`src/rtl/frame_grab_ctrl.sv`:
```
module frame_grab_ctrl #(
  parameter int ADDR_W    = 19,
  parameter int DATA_W    = 8,
  parameter int MEM_DEPTH = 1 << ADDR_W,
  localparam int CNT_W    = ADDR_W + 1
) (
  input  logic              clk,
  input  logic              rst_n,
  input  logic              start,
  input  logic              vsync_in,
  input  logic              href_in,
  input  logic              skip_en,
  input  logic [DATA_W-1:0] pix_in,
  output logic [ADDR_W-1:0] sram_addr,
  output logic              sram_we_n,
  output logic [DATA_W-1:0] sram_dq,
  output logic              done,
  output logic              overflow,
  output logic [CNT_W-1:0]  byte_count
);

  localparam logic [ADDR_W-1:0] TOP = ADDR_W'(MEM_DEPTH - 1);

  typedef enum logic [2:0] {S_IDLE, S_ARM, S_GAP, S_WR, S_ADV, S_SKIP, S_DONE} st_t;

  st_t st;
  logic vs_m, vs_s, vs_q, hr_m, hr_s, hr_q;
  logic full, odd;
  logic [DATA_W-1:0] pix_m;

  wire vs_rise = vs_s & ~vs_q;
  wire vs_fall = ~vs_s & vs_q;
  wire hr_rise = hr_s & ~hr_q;

  assign sram_we_n = !(st == S_WR && !full);

  always_ff @(posedge clk or negedge rst_n) begin
    if (!rst_n) begin
      {vs_m, vs_s, vs_q, hr_m, hr_s, hr_q} <= '0;
      pix_m <= '0; sram_dq <= '0;
      st <= S_IDLE; sram_addr <= '0; byte_count <= '0;
      done <= 1'b0; overflow <= 1'b0; full <= 1'b0; odd <= 1'b0;
    end else begin
      vs_m <= vsync_in; vs_s <= vs_m; vs_q <= vs_s;
      hr_m <= href_in;  hr_s <= hr_m; hr_q <= hr_s;
      pix_m <= pix_in;  sram_dq <= pix_m;
      case (st)
        S_IDLE, S_DONE:
          if (start) begin
            st <= S_ARM; sram_addr <= '0; byte_count <= '0;
            done <= 1'b0; overflow <= 1'b0; full <= 1'b0; odd <= 1'b0;
          end
        S_ARM:
          if (vs_fall) st <= S_GAP;
        S_GAP:
          if (vs_rise) begin
            st <= S_DONE; done <= 1'b1;
          end else if (hr_rise) begin
            odd <= ~odd;
            st  <= (skip_en && odd) ? S_SKIP : S_WR;
          end
        S_SKIP:
          if (!hr_s) st <= S_GAP;
        S_WR: begin
          st <= S_ADV;
          if (full) overflow <= 1'b1;
          else begin
            byte_count <= byte_count + 1'b1;
            if (sram_addr == TOP) full <= 1'b1;
          end
        end
        S_ADV: begin
          if (!full) sram_addr <= sram_addr + 1'b1;
          st <= hr_s ? S_WR : S_GAP;
        end
        default: st <= S_IDLE;
      endcase
    end
  end

  p_setup_r11: assert property (@(posedge clk) disable iff (!rst_n)
    (sram_addr != $past(sram_addr)) |-> $past(sram_we_n));
  p_single_strobe_r2: assert property (@(posedge clk) disable iff (!rst_n)
    !sram_we_n |=> sram_we_n);
  p_step_r2: assert property (@(posedge clk) disable iff (!rst_n)
    (!sram_we_n && sram_addr != TOP) |=> ##1 (sram_addr == $past(sram_addr, 2) + 1'b1 || done));
  p_done_quiet_r7: assert property (@(posedge clk) disable iff (!rst_n)
    done |-> sram_we_n);
  p_no_write_after_ovf_r10: assert property (@(posedge clk) disable iff (!rst_n)
    overflow |-> sram_we_n);
  p_count_bound_r10: assert property (@(posedge clk) disable iff (!rst_n)
    byte_count <= CNT_W'(MEM_DEPTH));

endmodule

```
`config.mk`:
```
export PLATFORM = sky130hd
export DESIGN_NAME = frame_grab_ctrl
export DESIGN_NICKNAME = d
export VERILOG_FILES = /design/src/rtl/frame_grab_ctrl.sv
export SDC_FILE = /design/constraint.sdc
export NUM_CORES = 1
export LEC_CHECK = 0
export ABC_AREA = 1
export BUFFER_PORTS_ARGS = -buffer_cell sky130_fd_sc_hd__buf_2
export CORE_ASPECT_RATIO = 1.75
export CORE_MARGIN = 8
export CORE_UTILIZATION = 47
export CTS_CLUSTER_SIZE = 12
export DETAILED_ROUTE_END_ITERATION = 7
export GPL_TIMING_DRIVEN = 1
export PLACE_DENSITY_LB_ADDON = 0.3
export SYNTH_ARGS = -nofsm -noshare
export SYNTH_HDL_FRONTEND = slang
export SYNTH_SLANG_ARGS = --single-unit
```
`constraint.sdc`:
```
create_clock -name clk -period 1.78 [get_ports clk]
set_input_delay 0.089 -clock clk [delete_from_list [all_inputs] [get_ports clk]]
set_output_delay 0.089 -clock clk [all_outputs]
set_load 0.01 [all_outputs]
```
==> results of run 1 <==
-- per-stage QoR --
stage	setup slack (ns)	cells	total power, mW	utilization, %	cell area [um2]
6_report	0.2081	573	4.853	60.59	4124
3_3_place_gp	0.2816	546	2.931	54.19	3689
2_1_floorplan	0.3005	402	2.614	-	3263
4_1_cts	0.2133	573	4.904	60.59	4124
3_5_place_dp	0.2315	546	2.944	54.19	3689
5_1_grt	0.01433	573	5.121	60.59	4124
-- registers in the layout, summed over array words and instances, names as in the netlist --
register,flops
vs_s,1
vs_q,1
hr_q,1
done,1
hr_m,1
vs_m,1
sram_dq,8
full,1
odd,1
hr_s,1
overflow,1
sram_addr,19
byte_count,20
st,3
pix_m,8
-- final timing paths --
| path | cells after the start | endpoint | slack (ns) | from |
|---|---|---|---|---|
| max | 8 | sram_addr[18]$_DFFE_PN0P_ | 0.21 | sram_addr[0]$_DFFE_PN0P_ |
| min | 4 | byte_count[9]$_DFFE_PN0P_ | 0.11 | start |
| max reg2reg | 8 | sram_addr[18]$_DFFE_PN0P_ | 0.21 | sram_addr[0]$_DFFE_PN0P_ |
| min reg2reg | 0 | sram_dq[4]$_DFF_PN0_ | 0.35 | pix_m[4]$_DFF_PN0_ |
| max in group asynchronous | 3 | byte_count[17]$_DFFE_PN0P_ | 1.18 | rst_n |
| min in group asynchronous | 3 | sram_addr[0]$_DFFE_PN0P_ | 0.31 | rst_n |
-- layout by cell type, fill, tap and decap left out, drive strengths merged, types with 2 or more instances in the layout --
cell type / synthesis / final
a211oi: 2 / 2
a21oi: 8 / 8
buf: 7 / 67
bufinv: 0 / 2
clkbuf: 0 / 9
clkinvlp: 0 / 3
dfrtp: 68 / 68
dlygate4sd3: 0 / 11
ha: 2 / 2
inv: 45 / 46
nand2: 113 / 113
nand3: 30 / 30
nand4: 9 / 9
nor2: 73 / 73
nor3: 10 / 10
nor3b: 4 / 4
o21ai: 15 / 15
o21bai: 4 / 4
xnor2: 2 / 2
xor2: 7 / 7
-- final cells by class --
class                           count  area share, %
Clock inverter                      7          2.427
Sequential cell                    68          41.26
Inverter                           45          4.157
Tap cell                           84          2.549
Clock buffer                        9          5.461
Timing Repair Buffer               78          11.65
Multi-Input combinational cell    282          32.49
-- power breakdown --
part           leakage (nW)  internal, mW  switching (mW)
combinational          1.07         0.369           0.777
clock                 0.148          1.23           0.690
sequential            0.890          1.66           0.121
-- worst max-delay path: cells and delay by family, from the launching register on --
| family | cells | cell delay [ns] |
|---|---|---|
| adder cells (fa/ha/maj) | 1 | 0.21 |
| flip-flops | 1 | 0.40 |
| AND/OR/NAND/NOR | 7 | 0.85 |
-- cells by family (layout without fill, tap and decap cells) --
logic type | count (synthesis) | after routing | synth area share (%)
AO/OA/AOI/OAI | 31 | 31 | 5.790
XOR/XNOR | 9 | 9 | 2.416
flip-flops | 68 | 68 | 52.15
AND/OR/NAND/NOR | 240 | 240 | 32.09
buffers and inverters | 52 | 139 | 6.787
adder cells (fa/ha/maj) | 2 | 2 | 0.7667
-- routing by layer --
metal	GRT usage [%]	wire length [um]
met1	16.19	2925
met2	29.70	4213
met3	4.131	353
met4	12.73	386
met5	0	0
-- timing repair --
item / 4_1_cts / 5_1_grt
endpoints found under the hold margin: 78 / 0
gates resized for setup: 0 / 0
endpoints found under the setup margin: 0 / 0
hold buffers: 11 / 0
buffers inserted: 0 / 0
==> results.yml, run 1 <==
synthesis:
  yosysTopAreaCell: "dfrtp_1"
  synth.distinct_cells: 31
  syn_nets: 418
  seq_area_frac_synth_pct: 52.15
  synth_warnings: 0
  netlist_top_cells_count: "nand2_1, dfrtp_1, nor2_1"
  synthCells: 402
  yosys-top-cells-area: "dfrtp_1, nand2_1, nor2_1"
  synth_ff_type: "dfrtp_1"
  yosysMostFrequentCell: "nand2_1"
  synth-edff-count: 0
  async_reset_ff_share_pct: 100.0
  avgSynthCellArea_um2: 8.117
  synth-seq-cells: 68
  yosys.area.top_type_share_pct: 52.15
  synth_area_um2: 3263
timing:
  drv_slew: 0
  hold-worst-slack_ns: 0.1137
  hold_violations: 0
  min_period_ns: 1.572
  max-slew-margin-rel_pct: 72.98
  clock_skew_ns: 0.005530
  worst_slew_pin_slew_ns: 0.4048
  fmax_ghz: 0.6362
  rsz0062_at_grt: "false"
  finalSetupViolCount: 0
  finalCritPeriodShare_pct: 88.31
  setup_tns_ns: 0
power_and_ir_drop:
  vdd_ir_drop_max_mv: 0.7586
  powerDensity_nw_per_um2: 1177
  leakagePower_nw: 2.110
final_layout:
  diodes: 0
  drive_gt1_share_pct: 21.88
  regArea_um2: 1702
  nets: 500
  n_fill_cell: 612
  syn_to_final_growth_pct: 26.38
  multiInputGateArea_um2: 1340
worst_setup_path:
  worst_path_largest_cell_delay_ns: 0.40
  critPathMaxFanout: 5
  crit_path_end_kind: "flip-flop"
  critical_path.startpoint_type: "flip-flop"
  slowest_stage: "dfrtp_1"
  arrival_ns: 1.80
  worstSetupPathType: "flip-flop to flip-flop"
  worstPathCellList: "ha_1 -> nand3_1 -> nor2_1 -> nand4_1 -> nor2_2 -> nand2_1 -> nand2_1 -> nor2_1"
  required_ns: 2.01
placement:
  place_hpwl_um: 5714
  place_congestion: 0.8558
  port_buffers: 63
die:
  die_area_um2: 9970
  start_util_pct: 47.94
  core_area_um2: 6807
  die_height_um: 126.2
  die_x_um: 78.99
  num_io_pins: 64
  rows: 40
clock_network:
  worstSkewPairLatency_ns: 0.34
  cts_max_level: 3
  cts_tree: "done"
  clock_sinks: 68
  clk_path_buf_depth: 2
  numCtsBuffers: 9
  cts-root-buf: "clkbuf_16"
  clk_pin_slew_ns: 0.06
routing:
  initialDrtViolationCount: 188
  ant_nets: 0
  vias_per_cell: 5.028
  num_vias: 2881
  drc_errors: 0
  wire_per_inst_um: 13.75
  drtPass1Iterations: 5
  wirelength_um: 7877
flow_run:
  drv_cap: 0
global_routing:
  antenna_found_initial: 0
  grt_first_pass_wirelength_um: 13280
  grt_util_all_layers_pct: 16.89
  grt_max_degree: 69
  grt-ovfl-total: 0
  grt_pass1_vias: 3037
status:
  run_status: "finished, final reports clean"
worst_hold_path:
  min_path_type: "input pin to flip-flop"
No activity file was read; power rests on OpenSTA's default activity.
==> inputs of run 2 (changes only) <==
--- a/config.mk
+++ b/config.mk
@@ -11,7 +11,7 @@
 export CORE_MARGIN = 8
 export CORE_UTILIZATION = 47
+export CTS_BUF_LIST = sky130_fd_sc_hd__clkbuf_8
 export CTS_CLUSTER_SIZE = 12
 export DETAILED_ROUTE_END_ITERATION = 7
-export GPL_TIMING_DRIVEN = 1
 export PLACE_DENSITY_LB_ADDON = 0.3
 export SYNTH_ARGS = -nofsm -noshare
==> constraint.sdc (replaced) <==
create_clock -name clk -period 1.78 [get_ports clk]
set_input_delay 0.089 -clock clk [delete_from_list [all_inputs] [get_ports clk]]
set_output_delay 0.089 -clock clk [all_outputs]
set_load 0.1 [all_outputs]
==> results.yml, run 2 (synthesis gave the netlist of run 1 again) <==
placement:
  port_buffers: 63
  place_congestion: 0.8570
  placedInstanceArea_um2: 3727
  place_hpwl_um: 5862
global_routing:
  grt_max_degree: 69
  antenna_found_initial: 0
  grt_pass1_vias: 2913
  grt_first_pass_wirelength_um: 13340
  grt-ovfl-total: 0
  grt_util_all_layers_pct: 17.06
clock_network:
  clk_pin_slew_ns: 0.08
  worstSkewPairLatency_ns: 0.35
  clock_sinks: 68
  cts_tree: "done"
  cts_max_level: 3
  cts_setup_buffers: 0
  numCtsBuffers: 9
  cts-root-buf: "clkbuf_8"
  clk_path_buf_depth: 2
final_layout:
  diodes: 0
  stdcell_area_um2: 4040
  syn_to_final_growth_pct: 23.81
  max_flop_register: "byte_count"
  n_fill_cell: 652
  drive_gt1_share_pct: 27.25
  layout_common_cells: "nand2_1, nor2_1, buf_2, dfrtp_1, inv_1"
  largest_register_ffs: 20
  top_regs: "byte_count x20, sram_addr x19"
  nets: 500
  final_common_cell: "nand2_1"
worst_setup_path:
  crit_path_end_kind: "output port"
  rrSetupSlack_ns: 0.23
  reg2reg_depth: 8
  required_ns: 1.69
  critPathMaxFanout: 9
  critical_path.startpoint_type: "flip-flop"
  arrival_ns: 1.56
  worstPathCellList: "inv_2 -> nand3_2 -> inv_2 -> nand2_4 -> buf_4"
  worst_path_largest_cell_delay_ns: 0.46
  critPathMostFrequentCell: "inv_2"
  worstSetupPathType: "flip-flop to output port"
  slowest_stage: "dfrtp_1"
routing:
  drc_errors: 0
  initialDrtViolationCount: 127
  ant_nets: 0
  vias_per_cell: 5.075
  drtPass1Iterations: 4
  wirelength_um: 7902
  wire_per_inst_um: 13.81
  num_vias: 2903
timing:
  setup_tns_ns: 0
  clock_skew_ns: 0.01170
  rsz0062_at_grt: "false"
  min_period_ns: 1.650
  finalSetupViolCount: 0
  finalCritPeriodShare_pct: 92.70
  max-slew-margin-rel_pct: 65.92
  worst_slew_pin_slew_ns: 0.5147
  fmax_ghz: 0.6061
  drv_slew: 0
  hold_violations: 0
die:
  core_area_um2: 6807
  die_area_um2: 9970
  die_height_um: 126.2
  rows: 40
  num_io_pins: 64
  start_util_pct: 47.94
  die_x_um: 78.99
power_and_ir_drop:
  cellInternalPower_mw: 2.764
  power_frac_seq_pct: 38.0
  powerDensity_nw_per_um2: 1173
  pwr-share-comb_pct: 34.8
  switching_power_mw: 1.974
  pwr-share-clk_pct: 27.2
  switching_share_pct: 41.66
  leakagePower_nw: 2.023
  vdd_ir_drop_max_mv: 0.9136
status:
  run_status: "finished, final reports clean"
worst_hold_path:
  min_path_type: "input pin to flip-flop"
  whs_path_depth: 4
flow_run:
  drv_cap: 0
[run 2: cell types whose count changed in the layout (fill, tap and decap cells not counted), sizes merged]
cell	delta
clkinv	+2
clkbuf	+2
clkinvlp	-3
bufinv	-1
inv	-1
[run 2: power groups by stage]
stage                     clock (mW)  combinational (mW)  sequential (mW)
after global placement             0                1.62             1.82
final                           1.29                1.65             1.80
after CTS                       1.33                1.66             1.80
after detailed placement           0                1.63             1.83
after floorplan                    0               0.850             2.25
after global routing            1.38                1.79             1.82
[run 2: worst paths after layout]
check | end | start
min in group asynchronous | sram_addr[5]$_DFFE_PN0P_ | rst_n
max in group asynchronous | byte_count[12]$_DFFE_PN0P_ | rst_n
max | sram_we_n | st[2]$_DFFE_PN0P_
min | sram_addr[5]$_DFFE_PN0P_ | start
max reg2reg | sram_addr[18]$_DFFE_PN0P_ | sram_addr[0]$_DFFE_PN0P_
min reg2reg | vs_s$_DFF_PN0_ | vs_m$_DFF_PN0_
[run 2: layout make-up]
type / count / area (um2) / share of cell area, %
clock buffers: 11 / 151.4 / 3.747
clock inverters: 4 / 48.80 / 1.208
inverters: 45 / 171.4 / 4.243
multi-input cells: 282 / 1340 / 33.17
flip-flops and latches: 68 / 1740 / 43.08
well taps: 84 / 105.1 / 2.601
repair buffers: 78 / 483.0 / 11.95
[run 2: routing by layer]
layer  vias up  GRT usage, %  wire (um)
met5         -             0          0
met3        26         5.128        376
met4         0         10.54        304
li1       1434             -          -
met1      1379         16.51       2885
met2        64         30.19       4335
[run 2: stage by stage]
step	power [mW]	worst slack (ns)	util [%]	hold slack [ns]	cells
after CTS	4.788	0.1115	59.36	0.1206	572
final	4.738	0.1300	59.36	0.1399	572
after global routing	4.988	0.05521	59.36	0.1886	572
after floorplan	3.104	-0.01658	-	-0.2066	402
after detailed placement	3.461	0.2372	54.76	0.1407	546
after global placement	3.433	0.2438	54.76	0.1358	546
[run 2: worst max-delay path, delay by kind of cell (launching register included)]
family / cells / cell delay, ns
buffers and inverters: 3 / 0.53
flip-flops: 1 / 0.46
AND/OR/NAND/NOR: 2 / 0.22
[run 2: repair_timing]
action	4_1_cts	5_1_grt
gates resized for setup	1	0
hold buffers	11	0
endpoints found under the hold margin	78	0
setup endpoints to repair	1	0
